## src/rtl/dma_pkg.sv

```systemverilog
package dma_pkg;
  localparam int unsigned RES_W = 36;
  localparam int unsigned FB_W  = 18;
  typedef logic [RES_W-1:0] res_t;
endpackage

```

## src/rtl/dma_mult.sv

```systemverilog
module dma_mult
  import dma_pkg::*;
#(
  parameter int unsigned A_W = 17,
  parameter int unsigned B_W = 18,
  parameter bit          SGN = 1'b1
) (
  input  logic [A_W-1:0] a_i,
  input  logic [B_W-1:0] b_i,
  output res_t           p_o
);
  res_t a_x, b_x;

  generate
    if (SGN) begin : g_sext
      assign a_x = {{(RES_W-A_W){a_i[A_W-1]}}, a_i};
      assign b_x = {{(RES_W-B_W){b_i[B_W-1]}}, b_i};
    end else begin : g_zext
      assign a_x = {{(RES_W-A_W){1'b0}}, a_i};
      assign b_x = {{(RES_W-B_W){1'b0}}, b_i};
    end
  endgenerate

  // modulo 2^36 product is exact because widths are checked at the top
  assign p_o = a_x * b_x;
endmodule

```

## src/rtl/dma_rnd_sat.sv

```systemverilog
module dma_rnd_sat
  import dma_pkg::*;
#(
  parameter int unsigned RND_BIT = 4,
  parameter int unsigned SAT_W   = 36,
  parameter bit          SGN     = 1'b1
) (
  input  res_t s_i,
  output res_t r_o,
  output logic hit_o
);
  localparam int unsigned EXT_W = RES_W + 2;
  localparam logic [EXT_W-1:0] ONE    = EXT_W'(1);
  localparam logic [EXT_W-1:0] HALF   = ONE << (RND_BIT - 1);
  localparam logic [EXT_W-1:0] KEEP   = ~((ONE << RND_BIT) - ONE);
  localparam logic [EXT_W-1:0] LIM_HI = SGN ? (ONE << (SAT_W - 1)) - ONE
                                            : (ONE << SAT_W) - ONE;
  localparam logic [EXT_W-1:0] LIM_LO = SGN ? -(ONE << (SAT_W - 1)) : '0;

  logic [EXT_W-1:0] s_x, r_x, r_sel;
  logic             unused_ok;

  assign s_x = SGN ? {{2{s_i[RES_W-1]}}, s_i} : {2'b00, s_i};

  always_comb begin
    r_x   = (s_x + HALF) & KEEP;
    r_sel = r_x;
    hit_o = 1'b0;
    if ($signed(r_x) > $signed(LIM_HI)) begin
      r_sel = LIM_HI;
      hit_o = 1'b1;
    end else if ($signed(r_x) < $signed(LIM_LO)) begin
      r_sel = LIM_LO;
      hit_o = 1'b1;
    end
  end

  assign r_o       = r_sel[RES_W-1:0];
  assign unused_ok = ^r_sel[EXT_W-1:RES_W];
endmodule

```

## src/rtl/dual_mult_add.sv

```systemverilog
module dual_mult_add
  import dma_pkg::*;
#(
  parameter int unsigned A_W       = 17,
  parameter int unsigned B_W       = 18,
  parameter bit          IS_SIGNED = 1'b1,
  parameter bit          SUBTRACT  = 1'b0,
  parameter bit          LOOPBACK  = 1'b1,
  parameter bit          PIPE_REG  = 1'b1,
  parameter bit          OUT_REG   = 1'b1,
  parameter bit          RND_SAT   = 1'b0,
  parameter int unsigned RND_BIT   = 4,
  parameter int unsigned SAT_W     = 36
) (
  input  logic           clk_i,
  input  logic           rst_ni,
  input  logic           en_i,
  input  logic           zero_lb_i,
  input  logic [A_W-1:0] a0_i,
  input  logic [B_W-1:0] b0_i,
  input  logic [A_W-1:0] a1_i,
  input  logic [B_W-1:0] b1_i,
  output res_t           result_o,
  output logic           valid_o,
  output logic           ovf_o
);
  localparam int unsigned NEED_W = A_W + B_W + 1;
  localparam int unsigned LAT    = 32'(PIPE_REG) + 32'(OUT_REG);

  generate
    if (NEED_W > RES_W) begin : g_bad_width
      $error("operand widths need %0d result bits, limit is %0d", NEED_W, RES_W);
    end
    if (LOOPBACK && B_W != FB_W) begin : g_bad_lb
      $error("loopback needs B_W == %0d", FB_W);
    end
    if (RND_BIT < 1 || RND_BIT > RES_W - 2) begin : g_bad_rnd
      $error("RND_BIT out of range");
    end
    if (SAT_W < 2 || SAT_W > RES_W || SAT_W <= RND_BIT) begin : g_bad_sat
      $error("SAT_W out of range");
    end
  endgenerate

  logic [B_W-1:0] b0_op;
  res_t           p0_c, p1_c, p0_s, p1_s, sum_c, rs_c;
  logic           v_s, hit_c, ovf_q;

  // ---------------- operand select ----------------
  generate
    if (LOOPBACK) begin : g_lb
      logic [FB_W-1:0] fb_q;
      logic            unused_ok;
      assign b0_op     = zero_lb_i ? '0 : B_W'(fb_q);
      assign unused_ok = ^b0_i;

      always_ff @(posedge clk_i or negedge rst_ni) begin
        if (!rst_ni)  fb_q <= '0;
        else if (v_s) fb_q <= sum_c[RES_W-1 -: FB_W];
      end

      AST_FB_HOLD: assert property (@(posedge clk_i) disable iff (!rst_ni)
        !v_s |=> $stable(fb_q));
    end else begin : g_direct
      logic unused_ok;
      assign b0_op     = b0_i;
      assign unused_ok = zero_lb_i;
    end
  endgenerate

  dma_mult #(.A_W(A_W), .B_W(B_W), .SGN(IS_SIGNED)) u_mul0 (
    .a_i(a0_i), .b_i(b0_op), .p_o(p0_c)
  );
  dma_mult #(.A_W(A_W), .B_W(B_W), .SGN(IS_SIGNED)) u_mul1 (
    .a_i(a1_i), .b_i(b1_i), .p_o(p1_c)
  );

  // ---------------- product stage ----------------
  generate
    if (PIPE_REG) begin : g_pipe
      always_ff @(posedge clk_i or negedge rst_ni) begin
        if (!rst_ni) begin
          p0_s <= '0;
          p1_s <= '0;
          v_s  <= 1'b0;
        end else begin
          v_s <= en_i;
          if (en_i) begin
            p0_s <= p0_c;
            p1_s <= p1_c;
          end
        end
      end
    end else begin : g_no_pipe
      assign p0_s = p0_c;
      assign p1_s = p1_c;
      assign v_s  = en_i;
    end
  endgenerate

  assign sum_c = SUBTRACT ? (p0_s - p1_s) : (p0_s + p1_s);

  // ---------------- round / saturate ----------------
  generate
    if (RND_SAT) begin : g_rs
      dma_rnd_sat #(.RND_BIT(RND_BIT), .SAT_W(SAT_W), .SGN(IS_SIGNED)) u_rs (
        .s_i(sum_c), .r_o(rs_c), .hit_o(hit_c)
      );
    end else begin : g_no_rs
      assign rs_c  = sum_c;
      assign hit_c = 1'b0;
    end
  endgenerate

  // ---------------- output stage ----------------
  generate
    if (OUT_REG) begin : g_out
      res_t res_q;
      logic v_q;
      always_ff @(posedge clk_i or negedge rst_ni) begin
        if (!rst_ni) begin
          res_q <= '0;
          v_q   <= 1'b0;
        end else begin
          v_q <= v_s;
          if (v_s) res_q <= rs_c;
        end
      end
      assign result_o = res_q;
      assign valid_o  = v_q;
    end else begin : g_no_out
      assign result_o = rs_c;
      assign valid_o  = v_s;
    end
  endgenerate

  always_ff @(posedge clk_i or negedge rst_ni) begin
    if (!rst_ni)           ovf_q <= 1'b0;
    else if (v_s && hit_c) ovf_q <= 1'b1;
  end
  assign ovf_o = ovf_q;

  // ---------------- assertions ----------------
  AST_OVF_STICKY: assert property (@(posedge clk_i) disable iff (!rst_ni)
    ovf_o |=> ovf_o);

  generate
    if (LAT > 0) begin : g_lat_chk
      AST_VALID_FWD: assert property (@(posedge clk_i) disable iff (!rst_ni)
        en_i |-> ##LAT valid_o);
      AST_VALID_BACK: assert property (@(posedge clk_i) disable iff (!rst_ni)
        valid_o |-> $past(en_i, LAT));
    end
    if (RND_SAT) begin : g_rs_chk
      AST_RND_GRID: assert property (@(posedge clk_i) disable iff (!rst_ni)
        valid_o |-> (result_o[RND_BIT-1:0] == '0) || (&result_o[RND_BIT-1:0]));
      if (IS_SIGNED) begin : g_sgn_rng
        AST_SAT_RANGE: assert property (@(posedge clk_i) disable iff (!rst_ni)
          valid_o |-> (&result_o[RES_W-1:SAT_W-1]) || !(|result_o[RES_W-1:SAT_W-1]));
      end
    end
  endgenerate
endmodule

```

## config.mk

```make
export PLATFORM = sky130hd
export DESIGN_NAME = dual_mult_add
export DESIGN_NICKNAME = d
export VERILOG_FILES = /design/src/rtl/dma_pkg.sv /design/src/rtl/dma_mult.sv /design/src/rtl/dma_rnd_sat.sv /design/src/rtl/dual_mult_add.sv
export SDC_FILE = /design/constraint.sdc
export NUM_CORES = 2
export LEC_CHECK = 0
export CORE_ASPECT_RATIO = 1.5
export CORE_MARGIN = 3
export CORE_UTILIZATION = 50
export CTS_BUF_LIST = sky130_fd_sc_hd__clkbuf_4 sky130_fd_sc_hd__clkbuf_8
export DETAILED_ROUTE_END_ITERATION = 10
export PLACE_DENSITY = 0.74
export RECOVER_POWER = 25
export SLEW_MARGIN = 40
export SYNTH_ARGS = -nofsm -noshare
export SYNTH_HDL_FRONTEND = slang
export SYNTH_SLANG_ARGS = --single-unit
```

## constraint.sdc

```tcl
create_clock -name clk_i -period 15.5 [get_ports clk_i]
set_clock_uncertainty 0.2 [all_clocks]
set_input_delay 2.325 -clock clk_i [delete_from_list [all_inputs] [get_ports clk_i]]
set_output_delay 2.325 -clock clk_i [all_outputs]
set_load 0.01 [all_outputs]
```

# Yosys cells after proc, flatten, opt, wreduce, memory -nomap -nowiden

Cells that the tools add are included.

$add $sub $neg: 1
Multipliers: 2
Mux-type cells: 1

Operators with widths:

| cell           | number |
|---|---|
| $mul 17x18->35 | 2 |
| $add 36x36->36 | 1 |
| $mux 18        | 1 |

Bits in registers: 128
Bits of input ports: 74

# Depth between registers and ports, before layout

Word-level depth: 2
Depth in mapped cells: 25
Mapped depth without buffers: 23

# By module

Synthesis repeated with hierarchy kept, for this count alone.

Cell total of the unflattened synthesis: 3144
Area, all modules: 29498.3 µm²

Modules (own cells, without submodules):

| module             | times used | cells each | area an instance (µm²) | sequential area each (µm²) |
|---|---|---|---|---|
| dma_mult at u_mul1 | 1          | 1298       | 11712.5                | 0.0 |
| dma_mult at u_mul0 | 1          | 1288       | 11653.7                | 0.0 |
| dual_mult_add      | 1          | 558        | 6132.1                 | 2752.6 |

# Least setup slack after synthesis

No wires, ideal clock.

Kind: input -> register
Start: input port zero_lb_i
End: register p0_s[31]
Library setup time: 0.132 ns
Arrival time: 8.849 ns
Required time: 15.168 ns
Slack: 6.319 ns
Stages on the path: 23
Buffers on the path: 3
Path through: clkbuf_1 clkbuf_1 nor2b_1 clkbuf_1 nand2_1 fa_1 inv_1 fa_1 fa_1 fa_1 fa_1 inv_1 fa_1 inv_1 ha_1 a21o_1 a221o_1 or3_1 a211oi_2 nor4_1 o311a_1 o2111ai_1 or3b_1

Word-level cells in the longest chain between the ends: 2

RTL lines:

| item                   | RTL line            | RTL |
|---|---|---|
| start: declaration     | dual_mult_add.sv:18 | `input logic zero_lb_i,` |
| $mux 18                | dual_mult_add.sv:54 | `assign b0_op = zero_lb_i ? '0 : B_W'(fb_q);` |
| $mul 17x18->35         | dma_mult.sv:25      | `assign p_o = a_x * b_x;` |
| end signal: assignment | dual_mult_add.sv:89 | `p0_s <= p0_c;` |
| end: declaration       | dual_mult_add.sv:46 | `res_t p0_c, p1_c, p0_s, p1_s, sum_c, rs_c;` |

No other way between the ends.
A chain may end at the register's enable or synchronous reset.

# Worst setup path in the final report

Ends and elaborated chain as after synthesis.

==> flow_metrics.env <==
export IMPL_syn_nets=3974
export IMPL_drt_iter0_drc=705
export IMPL_n_fill_cell=5091
export IMPL_firstDrtPassIters=4
export IMPL_critPathKind="in -> reg"
export IMPL_critPathMaxStageDelay_ns=0.57
export IMPL_fin_ws_ns=5.60
export IMPL_r2r_start="g_lb.fb_q[14]$_DFFE_PN0P_"
export IMPL_finalSetupViolations=0
export IMPL_status="finished with violations"
export IMPL_core_area_sq_um=56200
export IMPL_whs_ns=0.303
export IMPL_cts_buffer_depth=2
export IMPL_antenna_found_initial=1
export IMPL_htreeDepth=3
export IMPL_dieWidth_um=201
export IMPL_vias=20500
export IMPL_ys_flop_type="dfrtp_1"
export IMPL_yosys_warnings=0
export IMPL_hp_start="p1_s[28]$_DFFE_PN0P_"
export IMPL_ys_seq_elements=108
export IMPL_cts_tree="built"
export IMPL_critical_path_depth=23
export IMPL_async_flop_share_pct=100
export IMPL_crit_buf_inv=6
export IMPL_tightest_slew_ns=3.22
export IMPL_crit_path_start_kind="primary input"
export IMPL_final_max_slew_viol_count=160
export IMPL_syn_inst=3068
export IMPL_hpwl_um=55000
export IMPL_track_usage_pct=22.0
export IMPL_synth_area_sq_um=28600
export IMPL_worst_path_most_repeated_cell="fa_1"
export IMPL_maxSlewHeadroom_pct=-114
export IMPL_syn_avg_cell_area_sq_um=9.34
export IMPL_cts_sinks=108
export IMPL_rows=106
export IMPL_wirelength_um=63100
export IMPL_cpMaxStageDelayCell="nor2b_1"
export IMPL_area_growth_pct=6.31
export IMPL_required_ns=15.57
export IMPL_ios=112
export IMPL_final_common_cell="inv_1"
export IMPL_synth_edf_count=0
export IMPL_multi_input_area_sq_um=23000
export IMPL_port_buffers=92
export IMPL_cts_root_buf="clkbuf_8"
export IMPL_r2r_cells=21
export IMPL_place_inst=3832
export IMPL_postCtsSetupRepairBufs=0
export IMPL_drc=0
export IMPL_dp_slack_ns=5.17
export IMPL_crit_family="adder cells"
export IMPL_drive_above_1_share_pct=3.65
export IMPL_cp_max_fo=18
export IMPL_wire_per_inst_um=16.4
export IMPL_tns_ns=0
export IMPL_clkSlewWorstSetupHoldPaths_ns=0.10
export IMPL_grt_pass1_wl_um=110000
export IMPL_rsz0062_at_grt="no"
export IMPL_cts_resized=0
export IMPL_ctsHoldBuffers=0
export IMPL_crit_path_end_kind="flip-flop"
export IMPL_viasPerCell=5.32
export IMPL_finalCriticalPeriod_ns=9.90
export IMPL_path_cells="clkdlybuf4s50_1 > buf_4 > nor2b_1 > buf_4 > nand2_1 > fa_1 > fa_1 > fa_1 > inv_1 > fa_1 > fa_1 > inv_1 > fa_1 > inv_1 > ha_1 > a21o_1 > a221o_1 > or3_1 > a211oi_2 > nor4_1 > o311a_1 > o2111ai_1 > or3b_1"
export IMPL_grt_pass1_vias=23000
export IMPL_start_util_pct=50.9
export IMPL_register_area_sq_um=2700
export IMPL_violations="capacitance limit, slew limit"
export IMPL_arrival_ns=9.98
export IMPL_drv_cap=3
export IMPL_seq_area_frac_synth_pct=9.43
export IMPL_ys_types=65
export IMPL_fmax_mhz=101
export IMPL_hp_class="reg -> reg"
export IMPL_grt_overflow_total=0
export IMPL_finalCritPeriodShare_pct=63.9
export IMPL_startpoint="zero_lb_i"
export IMPL_final_cell_mix="inv_1 (668), fa_1 (623), nand2_1 (363), and2_1 (288), ha_1 (209)"
export IMPL_drtAntennaViolNets=0
export IMPL_die_area_sq_um=60300
export IMPL_grt_max_degree=66
export IMPL_numCtsBuffers=9
export IMPL_hold_viol_final=0
export IMPL_nets=3993
export IMPL_holdPathStages=2
export IMPL_final_cells=3850
export IMPL_clock_latency_ns=0.41
export IMPL_place_congestion=0.903
export IMPL_die_h_um=299
## worst paths after layout
| kind | slack (ns) | end |
|---|---|---|
| max | 5.60 | p0_s[31]$_DFFE_PN0P_ |
| min | 0.30 | p1_s[28]$_DFFE_PN0P_ |
| max reg2reg | 7.68 | p0_s[31]$_DFFE_PN0P_ |
| min reg2reg | 0.30 | p1_s[28]$_DFFE_PN0P_ |
| max in group asynchronous | 8.83 | p0_s[34]$_DFFE_PN0P_ |
| min in group asynchronous | 2.33 | result_o[2]$_DFFE_PN0P_ |
## registers in the layout, summed over array words and instances, names as in the netlist
| signal | flops |
|---|---|
| g_lb.fb_q | 18 |
| p1_s | 35 |
| p0_s | 35 |
| v_s | 1 |
| valid_o | 1 |
| result_o | 18 |
## per-layer routing
layer | track usage [%] | share of wire, % | wire length [um]
met2 | 42.6 | 55 | 34600
met3 | 1.52 | 3.4 | 2120
met4 | 7.08 | 3.0 | 1910
met1 | 25.9 | 39 | 24500
met5 | 0 | 0 | 0
## logic make-up after synthesis
kind of cell / synth area share (%)
compound gates: 7.70
xor+xnor: 2.26
fa+ha+maj: 52.7
buf+inv: 10.2
flops: 9.43
mux: 2.04
other cells: 0.0131
simple gates: 15.7
## cells in the mapped netlist (4+ instances only)
master | count | share of area (%)
nand3b_1 | 9 | 0.24
nor2b_1 | 34 | 0.74
or2_2 | 8 | 0.17
a21boi_0 | 6 | 0.16
inv_1 | 668 | 8.8
fa_1 | 623 | 44
nor3b_1 | 9 | 0.24
nand3_1 | 25 | 0.44
ha_1 | 209 | 9.1
nor4_1 | 4 | 0.087
a21oi_1 | 84 | 1.5
nor3_1 | 20 | 0.35
o21ai_0 | 50 | 0.87
mux2_2 | 50 | 2.0
and2_1 | 289 | 6.3
nor2_1 | 72 | 0.94
xnor2_1 | 55 | 1.7
dfrtp_1 | 108 | 9.4
or3_1 | 7 | 0.15
a211o_1 | 4 | 0.12
a31oi_1 | 12 | 0.26
buf_1 | 8 | 0.10
a41oi_1 | 5 | 0.15
a31o_2 | 7 | 0.21
nand4_1 | 9 | 0.20
xor2_1 | 19 | 0.58
o311ai_0 | 4 | 0.12
o21a_1 | 21 | 0.55
o2111ai_1 | 7 | 0.21
or4_1 | 4 | 0.10
and3_1 | 16 | 0.35
nand2b_1 | 16 | 0.35
a21o_1 | 41 | 1.1
nand2_1 | 363 | 4.8
o21bai_1 | 11 | 0.29
clkbuf_1 | 99 | 1.3
o211ai_1 | 11 | 0.29
a211oi_1 | 13 | 0.34
o31ai_1 | 23 | 0.60
o31a_1 | 4 | 0.12
## worst min-delay path, cell delays in order, from the launching register on
cell,delay [ns]
dfrtp_1,0.37
nand2_1,0.06
o31ai_1,0.05
## through the flow
| stage | cell area [sq um] | utilization (%) |
|---|---|---|
| CTS | 30500 | 54.2 |
| detailed placement | 30300 | 53.8 |
| global placement | 30300 | 53.8 |
| global route | 30500 | 54.2 |
| floorplan | 28600 | - |
| finish | 30500 | 54.2 |
## layout make-up
class / count / share of cell area [%]
multi-input combinational: 2183 / 75.6
sequential: 108 / 8.88
tap: 756 / 3.11
timing repair buffer: 116 / 3.45
antenna: 2 / 0.0164
clock buffer: 9 / 0.407
clock inverter: 7 / 0.288
inverter: 669 / 8.25
Power is not shown: default switching activity piles up to over one toggle a cycle in this logic, so the estimate is an artifact.
